File: src/rtl/rsvPkg.sv
package rsvPkg;

  // Strobes and levels passed from control to datapath each cycle
  typedef struct packed {
    logic       supplyLow;  // filtered supply is not good
    logic       extHold;    // an external pin forces reset
    logic       csEdge;     // chip select changed level
    logic       wdOff;      // watchdog disabled by code 3
    logic [1:0] wdSel;      // period select
  } rsvStrobeT;

  localparam logic [1:0] WD_DISABLED = 2'b11;

endpackage

File: src/rtl/rsvCtrl.sv
module rsvCtrl
  import rsvPkg::*;
#(
  parameter int GLITCH_CYC  = 25,
  parameter int SYNC_STAGES = 2
) (
  input  logic       clk,
  input  logic       rstN,
  input  logic       supplyOk,
  input  logic       csN,
  input  logic       extRstHi,
  input  logic       extRstLo,
  input  logic [1:0] wdSel,
  output rsvStrobeT  strobes
);

  localparam int N_IN = 4;
  localparam int GC_W = $clog2(GLITCH_CYC + 1);
  localparam logic [GC_W-1:0] GC_LAST = GC_W'(GLITCH_CYC - 1);
  // bit order: extRstLo, extRstHi, csN, supplyOk
  localparam logic [N_IN-1:0] SYNC_INIT = 4'b1010;

  logic [N_IN-1:0] rawIn;
  logic [N_IN-1:0] syncPipe [SYNC_STAGES];
  logic [N_IN-1:0] syncOut;

  assign rawIn = {extRstLo, extRstHi, csN, supplyOk};

  genvar st;
  generate
    for (st = 0; st < SYNC_STAGES; st++) begin : gSync
      always_ff @(posedge clk or negedge rstN) begin
        if (!rstN) begin
          syncPipe[st] <= SYNC_INIT;
        end else if (st == 0) begin
          syncPipe[st] <= rawIn;
        end else begin
          syncPipe[st] <= syncPipe[(st == 0) ? 0 : st-1];
        end
      end
    end
  endgenerate

  assign syncOut = syncPipe[SYNC_STAGES-1];

  // Glitch filter: the level is accepted after GLITCH_CYC equal cycles
  logic            supplyFilt;
  logic [GC_W-1:0] glitchCnt;

  always_ff @(posedge clk or negedge rstN) begin
    if (!rstN) begin
      supplyFilt <= 1'b0;
      glitchCnt  <= '0;
    end else if (syncOut[0] == supplyFilt) begin
      glitchCnt <= '0;
    end else if (glitchCnt == GC_LAST) begin
      supplyFilt <= syncOut[0];
      glitchCnt  <= '0;
    end else begin
      glitchCnt <= glitchCnt + 1'b1;
    end
  end

  // Chip-select transition detect
  logic csPrev;

  always_ff @(posedge clk or negedge rstN) begin
    if (!rstN) csPrev <= 1'b1;
    else       csPrev <= syncOut[1];
  end

  always_comb begin
    strobes.supplyLow = ~supplyFilt;
    strobes.extHold   = syncOut[2] | ~syncOut[3];
    strobes.csEdge    = syncOut[1] ^ csPrev;
    strobes.wdOff     = (wdSel == WD_DISABLED);
    strobes.wdSel     = wdSel;
  end

endmodule

File: src/rtl/rsvDatapath.sv
module rsvDatapath
  import rsvPkg::*;
#(
  parameter int RST_CYC = 50_000_000,
  parameter int WD_CYC0 = 350_000_000,
  parameter int WD_CYC1 = 150_000_000,
  parameter int WD_CYC2 = 50_000_000
) (
  input  logic      clk,
  input  logic      rstN,
  input  rsvStrobeT strobes,
  output logic      rstOn,
  output logic [$clog2(RST_CYC+1)-1:0] stretchCnt,
  output logic [$clog2(((WD_CYC0 > WD_CYC1) ? ((WD_CYC0 > WD_CYC2) ? WD_CYC0 : WD_CYC2)
                                           : ((WD_CYC1 > WD_CYC2) ? WD_CYC1 : WD_CYC2)) + 1)-1:0] wdCnt
);

  localparam int WD_MAX = (WD_CYC0 > WD_CYC1) ? ((WD_CYC0 > WD_CYC2) ? WD_CYC0 : WD_CYC2)
                                              : ((WD_CYC1 > WD_CYC2) ? WD_CYC1 : WD_CYC2);
  localparam int ST_W = $clog2(RST_CYC + 1);
  localparam int WD_W = $clog2(WD_MAX + 1);
  localparam logic [ST_W-1:0] ST_LAST = ST_W'(RST_CYC - 1);

  logic [WD_W-1:0] wdLast;
  logic            holdCond;
  logic            wdHit;
  logic            wdClear;

  always_comb begin
    unique case (strobes.wdSel)
      2'd0:    wdLast = WD_W'(WD_CYC0 - 1);
      2'd1:    wdLast = WD_W'(WD_CYC1 - 1);
      2'd2:    wdLast = WD_W'(WD_CYC2 - 1);
      default: wdLast = '1;
    endcase
  end

  assign holdCond = strobes.supplyLow | strobes.extHold;
  assign wdClear  = rstOn | holdCond | strobes.csEdge | strobes.wdOff;
  assign wdHit    = ~wdClear & (wdCnt == wdLast);

  // Reset state and stretch counter
  always_ff @(posedge clk or negedge rstN) begin
    if (!rstN) begin
      rstOn      <= 1'b1;
      stretchCnt <= '0;
    end else if (holdCond) begin
      rstOn      <= 1'b1;
      stretchCnt <= '0;
    end else if (rstOn) begin
      if (stretchCnt == ST_LAST) begin
        rstOn      <= 1'b0;
        stretchCnt <= '0;
      end else begin
        stretchCnt <= stretchCnt + 1'b1;
      end
    end else if (wdHit) begin
      rstOn      <= 1'b1;
      stretchCnt <= '0;
    end
  end

  // Watchdog counter
  always_ff @(posedge clk or negedge rstN) begin
    if (!rstN) begin
      wdCnt <= '0;
    end else if (wdClear || wdHit) begin
      wdCnt <= '0;
    end else begin
      wdCnt <= wdCnt + 1'b1;
    end
  end

endmodule

File: src/rtl/rstSupervisor.sv
module rstSupervisor
  import rsvPkg::*;
#(
  parameter int GLITCH_CYC = 25,
  parameter int RST_CYC    = 50_000_000,
  parameter int WD_CYC0    = 350_000_000,
  parameter int WD_CYC1    = 150_000_000,
  parameter int WD_CYC2    = 50_000_000
) (
  input  logic       clk,
  input  logic       rstN,
  input  logic       supplyOk,
  input  logic       csN,
  input  logic       extRstHi,
  input  logic       extRstLo,
  input  logic [1:0] wdSel,
  output logic       rstHiDrive,
  output logic       rstLoDrive,
  output logic       writeInhibit
);

  localparam int WD_MAX = (WD_CYC0 > WD_CYC1) ? ((WD_CYC0 > WD_CYC2) ? WD_CYC0 : WD_CYC2)
                                              : ((WD_CYC1 > WD_CYC2) ? WD_CYC1 : WD_CYC2);
  localparam int ST_W = $clog2(RST_CYC + 1);
  localparam int WD_W = $clog2(WD_MAX + 1);

  rsvStrobeT       strobes;
  logic            rstOn;
  logic [ST_W-1:0] stretchCnt;
  logic [WD_W-1:0] wdCnt;

  rsvCtrl #(
    .GLITCH_CYC (GLITCH_CYC),
    .SYNC_STAGES(2)
  ) uCtrl (
    .clk     (clk),
    .rstN    (rstN),
    .supplyOk(supplyOk),
    .csN     (csN),
    .extRstHi(extRstHi),
    .extRstLo(extRstLo),
    .wdSel   (wdSel),
    .strobes (strobes)
  );

  rsvDatapath #(
    .RST_CYC(RST_CYC),
    .WD_CYC0(WD_CYC0),
    .WD_CYC1(WD_CYC1),
    .WD_CYC2(WD_CYC2)
  ) uDp (
    .clk       (clk),
    .rstN      (rstN),
    .strobes   (strobes),
    .rstOn     (rstOn),
    .stretchCnt(stretchCnt),
    .wdCnt     (wdCnt)
  );

  assign rstHiDrive   = rstOn;
  assign rstLoDrive   = rstOn;
  assign writeInhibit = strobes.supplyLow;

endmodule

File: config.mk
export PLATFORM = sky130hd
export DESIGN_NAME = rstSupervisor
export DESIGN_NICKNAME = d
export VERILOG_FILES = /design/src/rtl/rsvPkg.sv /design/src/rtl/rsvCtrl.sv /design/src/rtl/rsvDatapath.sv /design/src/rtl/rstSupervisor.sv
export SDC_FILE = /design/constraint.sdc
export NUM_CORES = 1
export LEC_CHECK = 0
export ABC_AREA = 1
export ABC_CLOCK_PERIOD_IN_PS = 1700
export CAP_MARGIN = 15
export CORE_MARGIN = 2
export CORE_UTILIZATION = 38
export CTS_BUF_LIST = sky130_fd_sc_hd__clkbuf_4 sky130_fd_sc_hd__clkbuf_8
export DETAILED_ROUTE_END_ITERATION = 12
export PLACE_DENSITY = 0.6
export REMOVE_ABC_BUFFERS = 1
export SYNTH_ARGS = -nofsm -noshare
export SYNTH_HDL_FRONTEND = slang
export SYNTH_SLANG_ARGS = --single-unit
File: constraint.sdc
create_clock -name clk -period 1.7 [get_ports clk]
set_input_delay 0.17 -clock clk [delete_from_list [all_inputs] [get_ports clk]]
set_output_delay 0.17 -clock clk [all_outputs]
set_load 0.03 [all_outputs]
### After elaboration in Yosys (flattened, before gate mapping)

Index checks and enable logic that the tools add are counted.

* ROM bits: 0
* logic and storage cells: 45
* bits in latches: 0
* memory bits (writable): 0
* flip-flop bits (word level): 71
* memories: 0

* div/mod/pow operators: 0
* add/sub/neg operators: 3
* eq/ne operators: 7
* multiplexer cells: 12
* shifts and indexed selects: 0
* bitwise gates (word level): 11
* reductions and logical operators: 4
* multiply operators: 0
* magnitude comparators: 0

Operator list (number)
* $mux W26: 4
* $pmux W29 S3: 1
* $add A29 B1 Y29 const B: 1
* $eq A29 B29 Y1: 1
* $mux W29: 1
* $add A26 B1 Y26 const B: 1
* $eq A26 B26 Y1 const B: 1
* $mux W5: 2
* $add A5 B1 Y5 const B: 1
* $eq A5 B5 Y1 const B: 1
* $or A1 B1 Y1: 5
* $eq A2 B2 Y1 const B: 2
* $mux W1: 4
* $not A1 Y1: 4
* $reduce_bool A3 Y1: 1
* $eq A2 B1 Y1 const B: 1
* $logic_not A2 Y1: 1
* $reduce_and A2 Y1: 1
* $and A1 B1 Y1: 1
* $eq A1 B1 Y1: 1
* $logic_or A1 B1 Y1: 1
* $xor A1 B1 Y1: 1

### Depth between registers and ports, before layout

Gate-level depths: netlist of run 1.

* word-level depth: 11
* depth in mapped cells: 12
* gate-level depth less buffers: 11

### Hierarchy

Synthesis of run 1 repeated with hierarchy kept, for this count alone.

* cells, all modules: 594
* area, all modules: 4269.1 um^2

Modules (own cells, without submodules)
* rsvDatapath: area an instance 3658.5 um^2, seq. area each 1402.6 um^2, times used 1, cells each 540
* rsvCtrl: area an instance 603.1 um^2, seq. area each 381.6 um^2, times used 1, cells each 53
* rstSupervisor: area an instance 7.5 um^2, seq. area each 0.0 um^2, times used 1, cells each 1

### Worst setup path after synthesis of run 1

OpenSTA, ideal clock, no wires.

* path type: reg2reg
* start: register uDp.stretchCnt[0]
* end: register uDp.stretchCnt[25]
* stages on the path, launching flop included: 12
* path slack: 0.140 ns
* library setup time: 0.117 ns
* arrival time: 1.443 ns
* buffers on the path: 1
* cells stage by stage: dfrtp_1 > ha_1 > nand2_1 > inv_1 > nand2_1 > nor2_1 > nand3b_1 > nor2_1 > nor2_2 > buf_4 > nand3_1 > nand2_1

* cells in the longest elaborated chain, start to end: 4
* elaborated cells on any way between the ends: 5
* classes of those cells: 1 x add/sub; 1 x eq/ne; 3 x mux

Ends and longest elaborated chain
* from (decl): RTL line rsvDatapath.sv:13 `output logic [$clog2(RST_CYC+1)-1:0] stretchCnt,`
* from (signal assigned): RTL line rsvDatapath.sv:55 `stretchCnt <= stretchCnt + 1'b1;`
* $add A26 B1 Y26 / $eq A26 B26 Y1 (equally long branches): RTL line rsvDatapath.sv:55, rsvDatapath.sv:51
* $mux W26 (*): RTL line rsvDatapath.sv:51 `if (stretchCnt == ST_LAST) begin`
* $mux W26 (*): RTL line rsvDatapath.sv:50 `end else if (rstOn) begin`
* $mux W26 (*): RTL line rsvDatapath.sv:47 `end else if (holdCond) begin`

Every way passes the cells marked *; elsewhere a longest branch is shown, timed or not.
A chain may end at the register's enable or synchronous reset.

### Final worst setup path of run 1

* start: register uCtrl.syncPipe (netlist bit uCtrl.syncOut[3])
* end: register uDp.stretchCnt[7]

* cells in the longest elaborated chain, start to end: 9
* elaborated cells on any way between the ends: 10
* classes of those cells: 1 x mux; 8 x bitwise; 1 x reduce/logical

Ends and longest elaborated chain
* from (decl): RTL line rsvCtrl.sv:24 `logic [N_IN-1:0] syncPipe [SYNC_STAGES];`
* from (signal, indexed assignment): RTL line rsvCtrl.sv:36 `syncPipe[st] <= rawIn;`
* from (signal, indexed assignment): RTL line rsvCtrl.sv:38 `syncPipe[st] <= syncPipe[(st == 0) ? 0 : st-1];`
* $not A1 Y1 (*): RTL line rsvCtrl.sv:74 `strobes.extHold = syncOut[2] | ~syncOut[3];`
* $or A1 B1 Y1 (*): RTL line rsvCtrl.sv:74
* $or A1 B1 Y1 (*): RTL line rsvDatapath.sv:38 `assign holdCond = strobes.supplyLow | strobes.extHold;`
* $or A1 B1 Y1 (3 in a row): RTL line rsvDatapath.sv:39 `assign wdClear = rstOn | holdCond | strobes.csEdge | strobes.wdOff;`
* $not A1 Y1: RTL line rsvDatapath.sv:40 `assign wdHit = ~wdClear & (wdCnt == wdLast);`
* $and A1 B1 Y1: RTL line rsvDatapath.sv:40
* $reduce_bool A3 Y1 (no source line)

Marked as above.

==> results of run 1 <==
registers in the layout, summed over array words and instances (netlist names):
signal	flops
uDp.wdCnt	29
uDp.rstOn	1
uCtrl.syncPipe	4
uDp.stretchCnt	26
uCtrl.syncOut	4
uCtrl.glitchCnt	5
uCtrl.csPrev	1
uCtrl.supplyFilt	1
worst max-delay path, cell delays in order (launching register included):
cell and delay (ns):
dfstp_2 0.53, nand2_2 0.06, nor2_4 0.14, buf_6 0.13, nand2_8 0.05, nor2_4 0.14, nand4_4 0.18, buf_12 0.19
buf_16 0.13, nand3_2 0.05, nand2_1 0.05
per-stage QoR:
step           hold slack (ns)  area, um2  std cells
6_report                 0.199       5730        809
3_3_place_gp            0.0939       4910        774
2_1_floorplan           -0.126       4140        564
3_5_place_dp            0.0972       4910        774
4_1_cts                  0.190       5470        802
5_1_grt                  0.190       5730        809
power groups by stage:
| stage | Sequential (mW) | Clock [mW] | Combinational, mW |
|---|---|---|---|
| final | 1.72 | 1.44 | 0.148 |
| after global routing | 1.72 | 1.52 | 0.170 |
| after CTS | 1.72 | 1.46 | 0.151 |
| after detailed placement | 1.75 | 0 | 0.142 |
| after global placement | 1.75 | 0 | 0.139 |
| after floorplan | 1.75 | 0 | 0.0582 |
final cells by class:
type / count / share of cell area
inverters: 78 / 0.0513
flip-flops and latches: 71 / 0.312
clock inverters: 6 / 0.0125
multi-input cells: 416 / 0.424
clock buffers: 10 / 0.0229
repair buffers: 88 / 0.147
well taps: 140 / 0.0306
metal layers:
layer,GRT usage,wire length (um),vias to the layer above,share of wire
li1,-,-,1995,-
met1,0.253,5000,1871,0.46
met2,0.315,5150,80,0.48
met3,0.0326,514,18,0.047
met4,0.0787,174,0,0.016
met5,0,0,-,0
synthesized netlist by cell type:
master,instances
nor3_2,1
dfstp_2,6
nand2_1,147
buf_2,2
nand3_1,76
xor2_1,12
buf_6,5
nor3_1,20
buf_4,2
inv_1,75
nand3b_1,1
nor2_4,4
inv_2,1
or2_2,3
nand3_2,1
o21bai_1,1
a21oi_1,8
nor2_1,80
nor3b_1,1
o21ai_0,6
o31ai_1,2
nand2_4,1
dfrtp_1,65
o211ai_1,1
nor4_1,2
o2111ai_1,1
nand2_2,4
clkinv_2,1
nand4_1,11
nor2_2,12
clkinv_1,1
o21a_1,1
nand4_4,1
xnor2_1,9
ha_1,9
cell families (layout without fill, tap and decap cells):
group / after synthesis / in the layout / share of synthesized area
xor gates and xnor gates: 21 / 21 / 0.0436
adders and majority gates: 9 / 9 / 0.0267
and+or+nand+nor: 365 / 366 / 0.390
AOI/OAI and AO/OA: 20 / 20 / 0.0276
DFF: 71 / 71 / 0.423
buffers and inverters: 87 / 182 / 0.0890
what timing repair did:
action,in CTS,in global routing
hold buffers,1,0
endpoints found under the setup margin,59,56
buffers inserted,7,6
gates cloned,4,2
hold endpoints to repair,22,0
resized for setup,48,44
pin swaps,15,20
worst min path at each step:
stage                   from                 end  slack, ns
floorplan               rstN  uCtrl.glitchCnt[0]      -0.13
global route        extRstLo   uCtrl.syncPipe[7]       0.19
finish              extRstLo   uCtrl.syncPipe[7]       0.20
global placement        rstN       uDp.wdCnt[10]       0.09
CTS                 extRstLo   uCtrl.syncPipe[7]       0.19
detailed placement      rstN       uDp.wdCnt[10]        0.1
==> results.txt, run 1 <==
LEAKAGE: 2.60 nW
Area leader, netlist: dfrtp_1
Max-Cap Viols: 0
Core ar.: 10800 um2
Max Root-Sink Buffers: 2
WL per Instance: 13.4 um
Syn Area/Cell: 7.36 um2
Clk slew on worst S/H paths: 0.08 ns
Relative slew slack: 0.750
GRT Overall Usage: 0.192
Pre-CTS setup slack: -0.502 ns
HPWL after DPL: 7290 um
Final Worst Setup Slack: -0.0797 ns
Worst hold stages: 1
Initial antenna violation count: 0
Number of vias per cell: 4.90
Pwr dens: 576 nW/um2
RR Endpoint: uDp.stretchCnt[7]
TritonCTS Buffers: 9
Ant diodes: 0
Setup TNS: -1.27 ns
Chip Width: 109 um
Total length of routed wires: 10800 um
Worst setup EP type: flip-flop
Violated checks: negative setup slack
Final core utilization: 0.528
Total power: 3.30 mW
Synth Instances: 573
RePlAce Congestion: 0.916
Post-synthesis sequential area ratio: 0.423
Clock network power share: 0.435
Flops & latches, synth: 71
Commonest non-fill, non-tap cell in the layout: nand2_1
Setup violators final: 35
Internal power: 2.47 mW
Status: finished, violations left
Root Driver: clkbuf_8
Full die area: 12000 um2
Worst Clk Skew: 0.0187 ns
Critical Path Sink: uDp.stretchCnt[7]
Clk_lat worst skew: 0.38 ns
Worst slew pin tran: 0.371 ns
Antenna-violating nets left: 0
Net Sw Power: 829 uW
Vias in the first global route: 3851
Fmax: 562 MHz
Peak supply drop: 0.342 mV
Number of port buffers: 10
Critical path required time: 1.96 ns
Total gr overflow: 0
Post-Syn Area: 4220 um2
Largest net degree at the start of global routing: 32
CTS tree: built
Post-synth top area share: 0.386
Combinational power share: 0.045
R2R Path Start: uCtrl.syncOut[3]
Worst Path Class, Setup: flip-flop to flip-flop
Area contributors post-synth: dfrtp_1 (39%), nand2_1 (13%), nand3_1 (9.0%), nor2_1 (7.1%), inv_1 (6.7%)
Crit share post-route: 1.05
Crit path max fanout: 6
Starting Density: 0.389
Row count: 38
Worst Reg2Reg Path Length in Cells: 10
Area of the multi-input gates: 2430 um2
First-pass GRT wire length: 17800 um
Net Sw Frac: 0.251
Distinct cells, synth: 35
Worst Path Arrival: 2.04 ns
Synth warnings: 0
Clock sink total: 71
Io pins: 11
DIE HEIGHT: 109 um
Most frequent cells in the layout: nand2_1 (141), inv_1 (73), nor2_1 (70)
Final Hold Violating Endpoints: 0
Unrepaired setup endpoints after global routing: true
Flop2flop setup slack: -0.08 ns
Area grow syn2layout: 35.8%
Fin nets: 681
Register area: 1790 um2
1st-iter DRT viols: 172
Startpoint types: flip-flop
Share of layout cells above drive strength 1: 0.283
Via count: 3964
DRC viols: 0
Max Transition Viols Final: 0
Critical Path Start: uCtrl.syncOut[3]
Worst Hold Class: input pin to flip-flop
Fillers: 1029
Min cycle time layout: 1.78 ns
Reg power frac: 0.520
Htree depth: 3
DRT Pass-1 Iters: 5
Note: power is estimated with default switching activity, not from simulation.
==> inputs of run 2 (changes only) <==
- CAP_MARGIN: 15 -> 20
==> results of run 2 <==
No change in the layout: final DEF, timing and power equal those of run 1.
